## config.mk

```make
export PLATFORM = sky130hd
export DESIGN_NAME = tlb_ctx
export DESIGN_NICKNAME = d
export VERILOG_FILES = /design/src/rtl/tlb_pkg.sv /design/src/rtl/tlb_cam.sv /design/src/rtl/tlb_victim.sv /design/src/rtl/tlb_ctx.sv
export SDC_FILE = /design/constraint.sdc
export NUM_CORES = 2
export LEC_CHECK = 0
export ABC_AREA = 1
export BUFFER_PORTS_ARGS = -buffer_cell sky130_fd_sc_hd__buf_2
export CORE_MARGIN = 2
export CORE_UTILIZATION = 42
export DETAILED_ROUTE_END_ITERATION = 6
export PLACE_DENSITY = 0.62
export SETUP_SLACK_MARGIN = 0.3
export SLEW_MARGIN = 20
export SYNTH_ARGS = -nofsm -noshare
export SYNTH_HDL_FRONTEND = slang
export SYNTH_SLANG_ARGS = --single-unit
```

## constraint.sdc

```tcl
create_clock -name clk_i -period 3.7 [get_ports clk_i]
set_input_delay 0.555 -clock clk_i [delete_from_list [all_inputs] [get_ports clk_i]]
set_output_delay 0.555 -clock clk_i [all_outputs]
set_load 0.05 [all_outputs]
```

## src/rtl/tlb_pkg.sv

```systemverilog
package tlb_pkg;
  typedef enum logic [1:0] {
    ACC_READ  = 2'b00,
    ACC_WRITE = 2'b01,
    ACC_EXEC  = 2'b10,
    ACC_RSVD  = 2'b11
  } acc_e;

  localparam int unsigned PERM_W = 3;
  localparam int unsigned PERM_R = 0;
  localparam int unsigned PERM_W_BIT = 1;
  localparam int unsigned PERM_X = 2;
endpackage

```

## src/rtl/tlb_cam.sv

```systemverilog
module tlb_cam #(
  parameter int unsigned N     = 16,
  parameter int unsigned VPN_W = 20,
  parameter int unsigned CTX_W = 8,
  localparam int unsigned IDX_W = $clog2(N)
) (
  input  logic [N-1:0]            valid_i,
  input  logic [N-1:0][VPN_W-1:0] vpn_i,
  input  logic [N-1:0][CTX_W-1:0] ctx_i,
  input  logic [VPN_W-1:0]        key_vpn_i,
  input  logic [CTX_W-1:0]        key_ctx_i,
  output logic                    match_o,
  output logic [IDX_W-1:0]        idx_o
);
  logic [N-1:0] hit_vec;

  for (genvar g = 0; g < N; g++) begin : g_cmp
    assign hit_vec[g] = valid_i[g] && (vpn_i[g] == key_vpn_i) && (ctx_i[g] == key_ctx_i);
  end

  // lowest index wins on duplicate matches
  always_comb begin
    idx_o = '0;
    for (int i = N - 1; i >= 0; i--) begin
      if (hit_vec[i]) idx_o = IDX_W'(i);
    end
  end

  assign match_o = |hit_vec;
endmodule

```

## src/rtl/tlb_victim.sv

```systemverilog
module tlb_victim #(
  parameter int unsigned N = 16,
  localparam int unsigned IDX_W = $clog2(N)
) (
  input  logic [N-1:0]     valid_i,
  input  logic [IDX_W-1:0] rr_i,
  output logic             free_o,
  output logic [IDX_W-1:0] idx_o
);
  logic [IDX_W-1:0] free_idx;

  always_comb begin
    free_idx = '0;
    for (int i = N - 1; i >= 0; i--) begin
      if (!valid_i[i]) free_idx = IDX_W'(i);
    end
  end

  assign free_o = ~&valid_i;
  assign idx_o  = free_o ? free_idx : rr_i;
endmodule

```

## src/rtl/tlb_ctx.sv

```systemverilog
module tlb_ctx #(
  parameter int unsigned ENTRIES = 16,
  parameter int unsigned VA_W    = 32,
  parameter int unsigned PA_W    = 32,
  parameter int unsigned PAGE_W  = 12,
  parameter int unsigned CTX_W   = 8
) (
  input  logic                 clk_i,
  input  logic                 rst_ni,
  input  logic                 lkp_valid_i,
  input  logic [VA_W-1:0]      lkp_vaddr_i,
  input  logic [CTX_W-1:0]     lkp_ctx_i,
  input  logic [1:0]           lkp_acc_i,
  output logic [PA_W-1:0]      lkp_paddr_o,
  output logic                 lkp_hit_o,
  output logic                 lkp_miss_o,
  output logic                 lkp_fault_o,
  output logic                 lkp_dirty_o,
  input  logic                 fill_valid_i,
  input  logic [VA_W-PAGE_W-1:0] fill_vpn_i,
  input  logic [PA_W-PAGE_W-1:0] fill_pfn_i,
  input  logic [CTX_W-1:0]     fill_ctx_i,
  input  logic [2:0]           fill_perm_i,
  input  logic                 fill_dirty_i,
  input  logic                 flush_all_i,
  input  logic                 flush_ctx_i,
  input  logic [CTX_W-1:0]     flush_ctx_id_i
);
  import tlb_pkg::*;

  localparam int unsigned VPN_W = VA_W - PAGE_W;
  localparam int unsigned PFN_W = PA_W - PAGE_W;
  localparam int unsigned IDX_W = $clog2(ENTRIES);

  logic [ENTRIES-1:0]             valid_q;
  logic [ENTRIES-1:0]             dirty_q;
  logic [ENTRIES-1:0][VPN_W-1:0]  vpn_q;
  logic [ENTRIES-1:0][PFN_W-1:0]  pfn_q;
  logic [ENTRIES-1:0][CTX_W-1:0]  ctx_q;
  logic [ENTRIES-1:0][PERM_W-1:0] perm_q;
  logic [IDX_W-1:0]               rr_q;

  logic             match;
  logic [IDX_W-1:0] m_idx;
  logic             vic_free;
  logic [IDX_W-1:0] vic_idx;
  logic             allowed;
  logic             wr_ok;
  logic             any_flush;

  tlb_cam #(.N(ENTRIES), .VPN_W(VPN_W), .CTX_W(CTX_W)) i_cam (
    .valid_i   (valid_q),
    .vpn_i     (vpn_q),
    .ctx_i     (ctx_q),
    .key_vpn_i (lkp_vaddr_i[VA_W-1:PAGE_W]),
    .key_ctx_i (lkp_ctx_i),
    .match_o   (match),
    .idx_o     (m_idx)
  );

  tlb_victim #(.N(ENTRIES)) i_victim (
    .valid_i (valid_q),
    .rr_i    (rr_q),
    .free_o  (vic_free),
    .idx_o   (vic_idx)
  );

  always_comb begin
    unique case (acc_e'(lkp_acc_i))
      ACC_READ:  allowed = perm_q[m_idx][PERM_R];
      ACC_WRITE: allowed = perm_q[m_idx][PERM_W_BIT];
      ACC_EXEC:  allowed = perm_q[m_idx][PERM_X];
      default:   allowed = 1'b0;
    endcase
  end

  assign lkp_hit_o   = lkp_valid_i && match && allowed;
  assign lkp_fault_o = lkp_valid_i && match && !allowed;
  assign lkp_miss_o  = lkp_valid_i && !match;
  assign lkp_dirty_o = lkp_valid_i && match && dirty_q[m_idx];
  assign lkp_paddr_o = lkp_hit_o ? {pfn_q[m_idx], lkp_vaddr_i[PAGE_W-1:0]} : '0;

  assign wr_ok     = lkp_hit_o && (lkp_acc_i == ACC_WRITE);
  assign any_flush = flush_all_i || flush_ctx_i;

  always_ff @(posedge clk_i or negedge rst_ni) begin
    if (!rst_ni) begin
      valid_q <= '0;
      dirty_q <= '0;
      vpn_q   <= '0;
      pfn_q   <= '0;
      ctx_q   <= '0;
      perm_q  <= '0;
      rr_q    <= '0;
    end else begin
      if (wr_ok) dirty_q[m_idx] <= 1'b1;
      if (flush_all_i) begin
        valid_q <= '0;
      end else if (flush_ctx_i) begin
        for (int i = 0; i < ENTRIES; i++) begin
          if (ctx_q[i] == flush_ctx_id_i) valid_q[i] <= 1'b0;
        end
      end else if (fill_valid_i) begin
        valid_q[vic_idx] <= 1'b1;
        dirty_q[vic_idx] <= fill_dirty_i;   // overrides same-cycle write mark
        vpn_q[vic_idx]   <= fill_vpn_i;
        pfn_q[vic_idx]   <= fill_pfn_i;
        ctx_q[vic_idx]   <= fill_ctx_i;
        perm_q[vic_idx]  <= fill_perm_i;
        if (!vic_free) rr_q <= (rr_q == IDX_W'(ENTRIES - 1)) ? '0 : rr_q + 1'b1;
      end
    end
  end

  logic unused_flush;
  assign unused_flush = any_flush;
endmodule

```

==> impl_metrics.tcl <==
set metrics [dict create \
    multiInputGateArea_um2 18400 \
    clock-root-buffer "clkbuf_16" \
    synth_top_cell_by_area "dfrtp_1" \
    fin_cells 7050 \
    cts_tree "yes" \
    hold_path_end "valid_q[11]$_DFFE_PN0P_" \
    hold_viol 0 \
    worstSetupStartpointType "flip-flop" \
    fin_setup_tns_ps -51910 \
    rrSetupSlack_ps -240 \
    die-area_um2 102000 \
    cts.path.max_buffers 3 \
    drt_iter0_drc 5293 \
    avgSynthCellArea_um2 8.13 \
    crit_path_top_delay_cell "dfrtp_1" \
    h-tree-depth 3 \
    drv_cap 0 \
    drt_pass1_iterations 7 \
    crit_type "flip-flop to output pin" \
    crit_chain "inv_4 -> nand2_4 -> nand4_1 -> nor3_2 -> buf_4 -> nand4_1 -> nor2_2 -> nand2_2 -> and2_4 -> nand2_2 -> nand2_1 -> nand2_1 -> nand2_2 -> a21oi_4 -> buf_12 -> buf_8 -> nand2_4 -> buf_16 -> buf_12 -> o22ai_1 -> nor3_1 -> o2111ai_1 -> nor2_4 -> buf_8" \
    ys_top_cells_by_count "1356 x nand2_1, 906 x o21ai_0, 852 x dfrtp_1" \
    ys_warn_count 0 \
    dp_cells 6862 \
    max_stage_delay_ps 400 \
    worst_slack_ps -1420 \
    clk_transition_reported_paths_ps 70 \
    synth-seq-cells 852 \
    syn-num-nets 5253 \
    max_freq_mhz 195 \
    grt_pass1_wl_um 254000 \
    wirelength_um 171000 \
    synth.distinct_cells 57 \
    synth_top_cell_area_share_pct 51.0 \
    yosysSeqAreaShare_pct 51.0 \
    hp-class "input pin to flip-flop" \
    grt_max_degree 105 \
    ios 144 \
    fin_crit_ps 5120 \
    syn_area_um2 41800 \
    hold_depth 4 \
    endpoint_kind "output pin" \
    start_util_pct 42.4 \
    synth_area_leaders "dfrtp_1 51%, nand2_1 12%, o21ai_0 11%, nor2_1 3.4%, inv_1 2.7%" \
    required_ps 3140 \
    drc_errors 3 \
    chipWidth_um 320 \
    worst_ir_drop_vdd_mv 0.399 \
    power.total_uw 22500 \
    synthFlopType "dfrtp_1" \
    routed_via_density 5.69 \
    maxSlewViolCount 0 \
    r2r_end "dirty_q[0]$_DFF_PN0_" \
    slew_headroom_pct 18.7 \
    p_per_area_nw_per_um2 424 \
    synthArstFlopShare_pct 100 \
    cts_inserted_buffers 94 \
    drive_gt1_share_pct 20.4 \
    io_buffers 143 \
    grt_pass1_vias 38044 \
    antenna_found_initial 10 \
    setup_viol 52 \
    hold_path_startpoint "flush_all_i" \
    fp-row-count 115 \
    violations "design-rule violations, negative setup slack" \
    clock_skew_ps 22.5 \
    globalRouteTotalUtil_pct 33.4 \
    post-route-period-util_pct 138 \
    holdWs_ps 293 \
    place_congestion 1.04 \
    crit_fanout 33 \
    syn2layout_area_growth_pct 26.8 \
    num-nets-final 5798 \
    synth.most_common_cell "nand2_1" \
    clk_latency_ps 690 \
    status "complete, but fails checks" \
    rsz0062_at_grt "yes" \
    synth_edf_count 0 \
    worstReg2RegStart "ctx_q[93]$_DFFE_PN0P_" \
    tightest_slew_ps 1220 \
    design.core.area_um2 98600 \
    seqCellArea_um2 21300 \
    clock_sinks 852 \
    path_common_cell "nand2_2" \
    die_h_um 320 \
    arrival_ps 4570 \
    nFillCells 9125 \
    p_leak_uw 0.0244 \
    dpl.hpwl_um 118000 \
    grt-ovfl-total 0 \
    synth_cells 5144 \
    ant_nets 0 \
    reg2reg_depth 29 \
    wire_per_inst_um 24.3 \
    route.vias.total 40127 \
    final_core_util_pct 53.8 \
]
[cells in the final DEF, fill, tap and decap left out, drive strengths merged, types with 96 or more instances in the layout]
| cell type | Yosys | final |
|---|---|---|
| nand2 | 1364 | 1364 |
| o21ai | 908 | 908 |
| dfrtp | 852 | 852 |
| buf | 89 | 820 |
| nor2 | 375 | 375 |
| inv | 323 | 323 |
| o22ai | 177 | 177 |
| clkbuf | 286 | 129 |
| xnor2 | 116 | 116 |
| nand3 | 102 | 102 |
| nand4 | 96 | 96 |
[through the flow]
step	worst slack [ps]	instance area, um^2
6_report	-1420	53000
5_1_grt	-1560	53000
4_1_cts	-1420	52600
3_5_place_dp	-1420	48900
3_3_place_gp	-1460	48900
2_1_floorplan	-360	42400
[power breakdown]
group	internal, uW	switching (uW)
registers	9730	313
logic	1020	1640
clock network	5710	4070
total	16500	6030
[layer usage]
| layer | vias to the layer above | wire [um] | global-route usage [%] |
|---|---|---|---|
| met2 | 2102 | 75600 | 51.5 |
| li1 | 18243 | - | - |
| met4 | 6 | 9820 | 16.7 |
| met5 | - | 41 | 0 |
| met1 | 19310 | 69900 | 45.4 |
| met3 | 466 | 16000 | 5.73 |
[cells by family after synthesis]
logic type	Yosys count	share of synthesized area (%)
xor gates and xnor gates	164	3.44
adders and majority gates	1	0.0299
and+or+nand+nor	2083	20.5
AOI/OAI and AO/OA	1341	18.0
DFF	852	51.0
buffers and inverters	702	6.95
muxes	1	0.0239
[layout make-up]
cell class,instances,share of cell area (%)
well taps,1287,3.04
clock inverters,37,0.975
repair buffers,824,13.6
flip-flops and latches,852,40.2
clock buffers,127,4.99
diodes,6,0.0283
inverters,327,2.42
multi-input cells,3590,34.7
[what timing repair did]
item	in CTS	in global routing
pin swaps	23	34
hold endpoints to repair	41	0
cloned	3	1
resized for setup	111	80
setup endpoints to repair	52	280
buffers inserted	7	6
hold buffers	1	0
[registers in the layout, summed over array words and instances, names as in the netlist]
signal	count
ctx_q	128
dirty_q	16
perm_q	48
pfn_q	320
rr_q	4
valid_q	16
vpn_q	320
[worst max path at each step]
stage                                       from         endpoint  cells after the start
after floorplan                  lkp_vaddr_i[19]  lkp_paddr_o[22]                     23
after global placement              lkp_ctx_i[1]  lkp_paddr_o[30]                     25
after detailed placement            lkp_ctx_i[1]  lkp_paddr_o[30]                     24
after CTS                  ctx_q[93]$_DFFE_PN0P_  lkp_paddr_o[27]                     31
after global routing      ctx_q[121]$_DFFE_PN0P_   lkp_paddr_o[1]                     28
final                      ctx_q[93]$_DFFE_PN0P_  lkp_paddr_o[23]                     24
[critical path: cells and delay by family, from the launching register on]
| family | cells | cell delay [ps] |
|---|---|---|
| compound gates | 3 | 730 |
| simple gates | 14 | 1660 |
| flops | 1 | 400 |
| buf+inv | 7 | 1050 |
No activity file was read; power rests on OpenSTA's default activity.
